File: src/rtl/psw_pkg.sv
package psw_pkg;
  // Default split of the division word
  localparam int unsigned SWALLOW_W = 4;
  localparam int unsigned MAIN_W    = 11;
  localparam int unsigned RATIO_MIN = 240;
endpackage

File: src/rtl/psw_rst_sync.sv
module psw_rst_sync #(
  parameter int unsigned STAGES = 2
) (
  input  logic clk_i,
  input  logic rst_ni,
  output logic rst_sync_no
);
  logic [STAGES-1:0] sync_q;

  always_ff @(posedge clk_i or negedge rst_ni) begin
    if (!rst_ni) sync_q <= '0;
    else         sync_q <= {sync_q[STAGES-2:0], 1'b1};
  end

  assign rst_sync_no = sync_q[STAGES-1];
endmodule

File: src/rtl/psw_prescaler.sv
module psw_prescaler #(
  parameter int unsigned BASE_MOD = 16
) (
  input  logic clk_i,
  input  logic rst_ni,
  input  logic long_i,   // choose BASE_MOD+1 for the period that starts after tc
  output logic tc_o
);
  localparam int unsigned CNT_W = $clog2(BASE_MOD + 1);

  logic [CNT_W-1:0] cnt_q, cnt_d;

  assign tc_o = (cnt_q == '0);

  always_comb begin
    if (tc_o) cnt_d = long_i ? CNT_W'(BASE_MOD) : CNT_W'(BASE_MOD - 1);
    else      cnt_d = cnt_q - 1'b1;
  end

  always_ff @(posedge clk_i or negedge rst_ni) begin
    if (!rst_ni) cnt_q <= '0;
    else         cnt_q <= cnt_d;
  end
endmodule

File: src/rtl/psw_cycle_ctl.sv
module psw_cycle_ctl #(
  parameter int unsigned SWALLOW_W = 4,
  parameter int unsigned MAIN_W    = 11,
  parameter int unsigned RATIO_MIN = 240
) (
  input  logic                         clk_i,
  input  logic                         rst_ni,
  input  logic                         tc_i,
  input  logic [SWALLOW_W+MAIN_W-1:0]  word_i,
  output logic                         long_o,
  output logic                         fpd_o,
  output logic                         fpd_half_o,
  output logic                         range_err_o
);
  localparam int unsigned WORD_W = SWALLOW_W + MAIN_W;

  logic [WORD_W-1:0]    held_q, held_d;
  logic [MAIN_W-1:0]    main_q, main_d;
  logic [SWALLOW_W-1:0] swal_q, swal_d;
  logic                 fpd_q, fpd_d;
  logic                 half_q, half_d;
  logic                 err_q, err_d;
  logic                 word_ok;
  logic                 cyc_end;
  logic [WORD_W-1:0]    word_sel;

  assign word_ok  = (word_i >= WORD_W'(RATIO_MIN));
  assign word_sel = word_ok ? word_i : held_q;
  assign cyc_end  = tc_i && (main_q <= MAIN_W'(1));

  always_comb begin
    held_d = held_q;
    main_d = main_q;
    swal_d = swal_q;
    fpd_d  = 1'b0;
    half_d = half_q;
    err_d  = err_q;
    if (cyc_end) begin
      held_d = word_sel;
      main_d = word_sel[WORD_W-1:SWALLOW_W];
      swal_d = word_sel[SWALLOW_W-1:0];
      fpd_d  = 1'b1;
      half_d = ~half_q;
      err_d  = ~word_ok;
    end else if (tc_i) begin
      main_d = main_q - 1'b1;
      swal_d = (swal_q != '0) ? swal_q - 1'b1 : swal_q;
    end
  end

  // the prescaler period started at this tc is long while swallows remain
  assign long_o = (swal_d != '0);

  always_ff @(posedge clk_i or negedge rst_ni) begin
    if (!rst_ni) begin
      held_q <= WORD_W'(RATIO_MIN);
      main_q <= '0;
      swal_q <= '0;
      fpd_q  <= 1'b0;
      half_q <= 1'b0;
      err_q  <= 1'b0;
    end else begin
      held_q <= held_d;
      main_q <= main_d;
      swal_q <= swal_d;
      fpd_q  <= fpd_d;
      half_q <= half_d;
      err_q  <= err_d;
    end
  end

  assign fpd_o       = fpd_q;
  assign fpd_half_o  = half_q;
  assign range_err_o = err_q;
endmodule

File: src/rtl/psw_divider.sv
module psw_divider
  import psw_pkg::*;
#(
  parameter int unsigned A_BITS    = SWALLOW_W,
  parameter int unsigned M_BITS    = MAIN_W,
  parameter int unsigned MIN_RATIO = RATIO_MIN
) (
  input  logic                     clk_i,
  input  logic                     rst_ni,
  input  logic [A_BITS+M_BITS-1:0] word_i,
  output logic                     fpd_o,
  output logic                     fpd_half_o,
  output logic                     range_err_o
);
  localparam int unsigned WORD_W   = A_BITS + M_BITS;
  localparam int unsigned PRE_BASE = 2 ** A_BITS;

  logic rst_int_n;
  logic pre_tc;
  logic pre_long;

  psw_rst_sync #(.STAGES(2)) u_rst (
    .clk_i       (clk_i),
    .rst_ni      (rst_ni),
    .rst_sync_no (rst_int_n)
  );

  psw_prescaler #(.BASE_MOD(PRE_BASE)) u_pre (
    .clk_i  (clk_i),
    .rst_ni (rst_int_n),
    .long_i (pre_long),
    .tc_o   (pre_tc)
  );

  psw_cycle_ctl #(
    .SWALLOW_W (A_BITS),
    .MAIN_W    (M_BITS),
    .RATIO_MIN (MIN_RATIO)
  ) u_ctl (
    .clk_i       (clk_i),
    .rst_ni      (rst_int_n),
    .tc_i        (pre_tc),
    .word_i      (word_i),
    .long_o      (pre_long),
    .fpd_o       (fpd_o),
    .fpd_half_o  (fpd_half_o),
    .range_err_o (range_err_o)
  );
endmodule

File: config.mk
export PLATFORM = sky130hd
export DESIGN_NAME = psw_divider
export DESIGN_NICKNAME = d
export VERILOG_FILES = /design/src/rtl/psw_pkg.sv /design/src/rtl/psw_rst_sync.sv /design/src/rtl/psw_prescaler.sv /design/src/rtl/psw_cycle_ctl.sv /design/src/rtl/psw_divider.sv
export SDC_FILE = /design/constraint.sdc
export NUM_CORES = 1
export LEC_CHECK = 0
export BUFFER_PORTS_ARGS = -buffer_cell sky130_fd_sc_hd__buf_2
export CORE_MARGIN = 2
export CORE_UTILIZATION = 35
export CTS_CLUSTER_DIAMETER = 120
export DETAILED_ROUTE_END_ITERATION = 10
export HOLD_SLACK_MARGIN = 0.15
export PLACE_DENSITY_LB_ADDON = 0.12
export SLEW_MARGIN = 20
export SYNTH_ARGS = -nofsm -noshare
export SYNTH_HDL_FRONTEND = slang
export SYNTH_HIERARCHICAL = 1
export SYNTH_SLANG_ARGS = --single-unit
File: constraint.sdc
create_clock -name clk_i -period 1.8 [get_ports clk_i]
set_clock_uncertainty 0.2 [all_clocks]
set_input_delay 0.09 -clock clk_i [delete_from_list [all_inputs] [get_ports clk_i]]
set_output_delay 0.09 -clock clk_i [all_outputs]
set_load 0.02 [all_outputs]
Yosys cells after proc, flatten, opt, wreduce, memory -nomap -nowiden
Index checks and enable logic that the tools add are counted.
{ "op_classes": {"add_sub_neg": 3, "n_bitwise": 2, "n_lt_le_gt_ge": 2, "muxes": 9, "n_reduce_logical": 5} }
{ "ops": {"columns": ["cell", "n"], "rows": [
  ["11-bit 2-to-1 mux", 2],
  ["15-bit by 8-bit >= comparator with 1-bit output, second input constant", 1],
  ["15-bit 2-to-1 mux", 1],
  ["4-bit 2-to-1 mux", 3],
  ["11-bit by 1-bit less-or-equal comparator with 1-bit output, second input constant", 1],
  ["11-bit by 1-bit subtractor with 11-bit output, second input constant", 1],
  ["5-bit 2-to-1 mux", 2],
  ["4-bit nonzero test", 2],
  ["5-bit logical NOT", 1],
  ["5-bit by 1-bit subtractor with 5-bit output, second input constant", 1],
  ["4-bit by 1-bit subtractor with 4-bit output, second input constant", 1],
  ["1-bit NOT", 2],
  ["2-bit nonzero test", 1],
  ["1-bit logical AND", 1],
  ["1-bit 2-to-1 mux", 1]
]} }
{ "word_totals": {"elab_cells": 29, "reg_bits": 40, "input_bits": 17, "output_inout_bits": 3} }

Depth between registers and ports, before layout
{ "depth": {"word_depth": 7, "depth_mapped": 12, "depth_no_buf": 11} }

Hierarchy
The synthesis kept the hierarchy.
{ "by_module_without_submodules": {"columns": ["module", "area_per_inst_um2", "seq_area_each_um2", "cells_each", "instances"], "rows": [
  ["psw_cycle_ctl", 1732.9, 830.8, 166, 1],
  ["psw_prescaler", 227.7, 125.1, 21, 1],
  ["psw_rst_sync", 53.8, 50.0, 3, 1]
]} }

Least setup slack after synthesis
OpenSTA, ideal clock, no wires.
{ "synth_path": {"path_type": "flip-flop to flip-flop", "from": "reg u_pre.cnt_q[0]", "to": "reg u_pre.cnt_q[4]", "n_path_buf": 1, "path_stages_with_launch": 12, "slack_ns": -0.858, "t_required_ns": 1.482, "arrival_time_ns": 2.340, "cell_sequence": "dfrtp_1 > inv_1 > ha_1 > nand3b_2 > inv_2 > nor4b_2 > and4_1 > buf_6 > a21oi_1 > or4_1 > and2_4 > a21o_1"} }
{ "synth_between": {"elab_chain_len": 6} }
{ "synth_rtl": {"columns": ["element", "line", "rtl"], "rows": [
  ["start: declaration", "psw_prescaler.sv:11", "logic [CNT_W-1:0] cnt_q, cnt_d;"],
  ["start signal: assignment", "psw_prescaler.sv:22", "else cnt_q <= cnt_d;"],
  ["5-bit logical NOT *", "psw_prescaler.sv:13", "assign tc_o = (cnt_q == '0);"],
  ["net pre_tc", "psw_divider.sv:19", "logic pre_tc;"],
  ["4-bit 2-to-1 mux or 1-bit logical AND (tied branches)", "psw_cycle_ctl.sv:45, psw_cycle_ctl.sv:29", null],
  ["4-bit 2-to-1 mux *", "psw_cycle_ctl.sv:38", "if (cyc_end) begin"],
  ["net u_ctl.swal_d[2]", "psw_cycle_ctl.sv:19", "logic [SWALLOW_W-1:0] swal_q, swal_d;"],
  ["4-bit nonzero test *", "psw_cycle_ctl.sv:52", "assign long_o = (swal_d != '0);"],
  ["net pre_long", "psw_divider.sv:20", "logic pre_long;"],
  ["5-bit 2-to-1 mux * (2 in a row)", "psw_prescaler.sv:16", "if (tc_o) cnt_d = long_i ? CNT_W'(BASE_MOD) : CNT_W'(BASE_MOD - 1);"],
  ["net u_pre.cnt_d[4]", "psw_prescaler.sv:11", null]
]} }
The timed path passes the listed nets; every way through them passes the cells marked *.
A chain may end at the register's enable or synchronous reset.

Worst setup path after layout
{ "layout_path": {"from": "reg u_pre.cnt_q[1]", "to": "reg u_pre.cnt_q[4]"} }
The elaborated chain is that of the path after synthesis.

==> results by group <==
Outcome
  • Run status: finished, violations left
  • Failing checks: negative setup slack

Routing
  • Avg WL per Cell: 15.1 um
  • Vias post-DR: 1,822
  • Drt via density: 4.99
  • Drc violations: 0
  • Antenna viol nets, final: 0
  • DRT iter0 DRCs: 79
  • Routed WL: 5.50 mm
  • TritonRoute pass-1 iters: 4

Pwr
  • Power Dens Cells: 524 nW/um^2
  • Tot Pwr: 1.68 mW
  • Worst vdd ir: 0.000379 V
  • Int Pwr: 1.28 mW
  • Clk pwr share: 38.5%
  • Cell leakage power: 1.47 nW
  • Switch share: 23.5%
  • Comb power frac: 7.6%
  • Power share of the sequential group: 53.9%
  • Switching power: 395 uW

Synth
  • Largest family of logic cells by synthesized area: simple AND/OR/NAND/NOR gates
  • Mapped Area: 2010 sq um
  • Synthesized net count: 211
  • Area leader, netlist: dfrtp_1
  • Top post-synthesis cells by area: dfrtp_1 45%, dfstp_2 5.2%, mux2_2 5.0%
  • Synth Area in XOR/XNOR: 1.74%
  • Simple-Gate Fraction of Synth Area: 16.3%
  • Synth cell types: 42
  • Asr flop ratio synth: 100%
  • Seq cells post-synth: 40
  • Post-synth top area share: 44.7%
  • Synth Area per Inst: 10.6 sq um
  • Synth Area in Compound Gates: 15.6%
  • Yosys warnings: 6
  • Adder-Cell Fraction of Synth Area: 2.48%
  • Share of the yosys chip area belonging to registers: 49.9%
  • Number of synthesized flops with an enable pin: 0
  • Dominant synthesized flop cell: dfrtp_1
  • Syn Inst Count: 190
  • Post-synthesis mux area share: 10.0%

Flow run
  • Max-cap violations: 0

Floorplan
  • Top Ports: 20
  • Core Region: 5540 sq um
  • Die width: 79.9 um
  • Site Rows: 27
  • Die Y: 79.9 um
  • Initial core utilization: 36.4%
  • Die Area: 6380 sq um

Clocking
  • H-tree levels: 2
  • CTS Sinks: 40
  • Clock-pin slew on the worst setup and hold paths: 80 ps
  • CTS tree: done
  • Clk root buf: clkbuf_8
  • Longest Clk Path Bufs: 2
  • Clk_lat worst skew: 300 ps
  • Num CTS Buffers: 5

Worst setup path
  • Worst Path Max Fanout: 7
  • Family with the most delay on the worst path: simple AND/OR/NAND/NOR gates
  • Crit path DAT: 2510 ps
  • Flop2flop setup slack: -710 ps
  • Startpoint Class: flop
  • Max stage delay on crit path: 510 ps
  • Worst R2R End: u_pre/cnt_q[4]
  • WS Path Type: reg -> reg
  • Crit Reg-Reg Startpoint: u_pre/cnt_q[1]
  • CP Capture Type: flop
  • Req. time, crit path: 1790 ps
  • Critical Path Start: u_pre/cnt_q[1]
  • CP Capture Point: u_pre/cnt_q[4]
  • CP bufs+invs: 2
  • Reg2Reg Depth: 10
  • CP max stage cell: or4_1
  • Critical-path cell list: inv_2 > ha_4 > nand3b_4 > inv_4 > nor4b_4 > and4_4 > mux2i_2 > or4_1 > and2_4 > a21o_1
  • WP depth: 10

Layout
  • Fin area: 3210 sq um
  • Final Non-Filler Cells: 365
  • Layout Nets: 313
  • Layout cells sized above 1: 48.8%
  • Area Overhead vs Synth: 59.2%
  • Most common cell after layout, fill and taps aside: buf_4
  • ANT cells: 0
  • Most frequent cells in the layout: 58 x buf_4, 36 x dfrtp_1, 19 x buf_2, 18 x dlygate4sd3_1, 16 x nor2_1

GRT
  • GR Overflow Total: 0
  • Vias in the first global route: 1,863
  • Total Routing Usage GR: 18.1%
  • Initial antenna violation count: 0
  • First-pass GRT wire length: 8.71 mm
  • Largest net degree at the start of global routing: 26

Timing
  • Post-layout min period: 2510 ps
  • Setup TNS: -15,700 ps
  • Finish-stage setup viols: 36
  • Fin. Hold Viols: 0
  • Max-slew violations: 0
  • Fmax: 398 MHz
  • RSZ-0062 raised after global routing: true
  • Worst setup margin: -714 ps
  • Final worst-path cycle share: 140%

Placed design
  • HPWL after detailed placement: 3.84 mm
  • Final GP Congestion: 0.835
  • Post-DP Area: 2630 sq um
  • Place WS: -845 ps
  • PortBufs: 19
  • Placed cells: 328

Min path
  • Hold Path Class: reg -> reg
==> worst min-delay path by stage <==
stage | startpoint | to | slack [ps] | depth (start not counted)
after global routing | u_rst/sync_q[0] | u_rst/sync_q[1] | 180 | 0
after CTS | u_rst/sync_q[0] | u_rst/sync_q[1] | 170 | 0
after detailed placement | rst_ni | u_rst/sync_q[1] | -320 | 1
after floorplan | rst_ni | u_rst/sync_q[0] | -410 | 0
final | u_rst/sync_q[0] | u_rst/sync_q[1] | 160 | 0
after global placement | rst_ni | u_rst/sync_q[1] | -320 | 1
==> kinds of logic (layout without fill, tap and decap cells) <==
kind of cell	Yosys count	count (layout)
compound gates	48	48
buf+inv	17	120
flops	40	40
other cells	1	1
fa+ha+maj	4	4
xor+xnor	4	4
simple gates	57	57
mux	19	19
==> synth_stat cells (4+ instances only) <==
cell type,number
a211oi_1,6
a21oi_1,19
a22o_1,5
buf_2,4
dfrtp_1,36
dfstp_2,4
ha_1,4
inv_1,7
mux2_2,9
mux2i_1,10
nand2_1,12
nor2_1,17
nor3_1,6
o21ai_0,5
o22a_1,4
xnor2_1,4
==> metrics by stage <==
step	utilization, %	hold slack [ps]
CTS	54.5	170
detailed placement	47.5	-323
global placement	47.5	-324
global route	57.9	184
finish	57.9	164
floorplan	-	-406
==> area by class of cell <==
cell class	count	area (sq um)
fillers	489	2330
clock inverters	2	13.8
clock buffers	6	82.6
repair buffers	103	832
inverters	9	36.3
well taps	72	90.1
flip-flops and latches	40	1010
multi-input cells	133	1150
==> per-layer routing <==
metal  track usage [%]  up-vias  wire [um]
met1              22.5      889       2400
met4              5.76        0         92
met3              3.39        9        225
li1                  -      887          -
met5                 0        -          0
met2              31.6       37       2780
==> power by group through the flow <==
stage / sequential [mW] / clock, mW / combinational, mW
after floorplan: 0.935 / 0 / 0.0147
after global placement: 0.923 / 0 / 0.0876
after detailed placement: 0.923 / 0 / 0.0903
after CTS: 0.905 / 0.667 / 0.124
after global routing: 0.906 / 0.706 / 0.139
final: 0.905 / 0.647 / 0.127
==> registers in the layout (all words and copies together) (netlist names) <==
register,cells
u_ctl/held_q,15
u_ctl/fpd_half_o,1
u_ctl/main_q,11
u_ctl/range_err_o,1
u_pre/cnt_q,5
u_ctl/fpd_o,1
u_rst/sync_q,2
u_ctl/swal_q,4
==> what timing repair did <==
action,CTS,global route
hold buffers,18,0
cloned,0,1
resized for setup,18,26
endpoints found under the hold margin,62,0
endpoints found under the setup margin,37,37
pin swaps,11,9
setup buffers,6,5
Power figures use the tool's default switching activity.
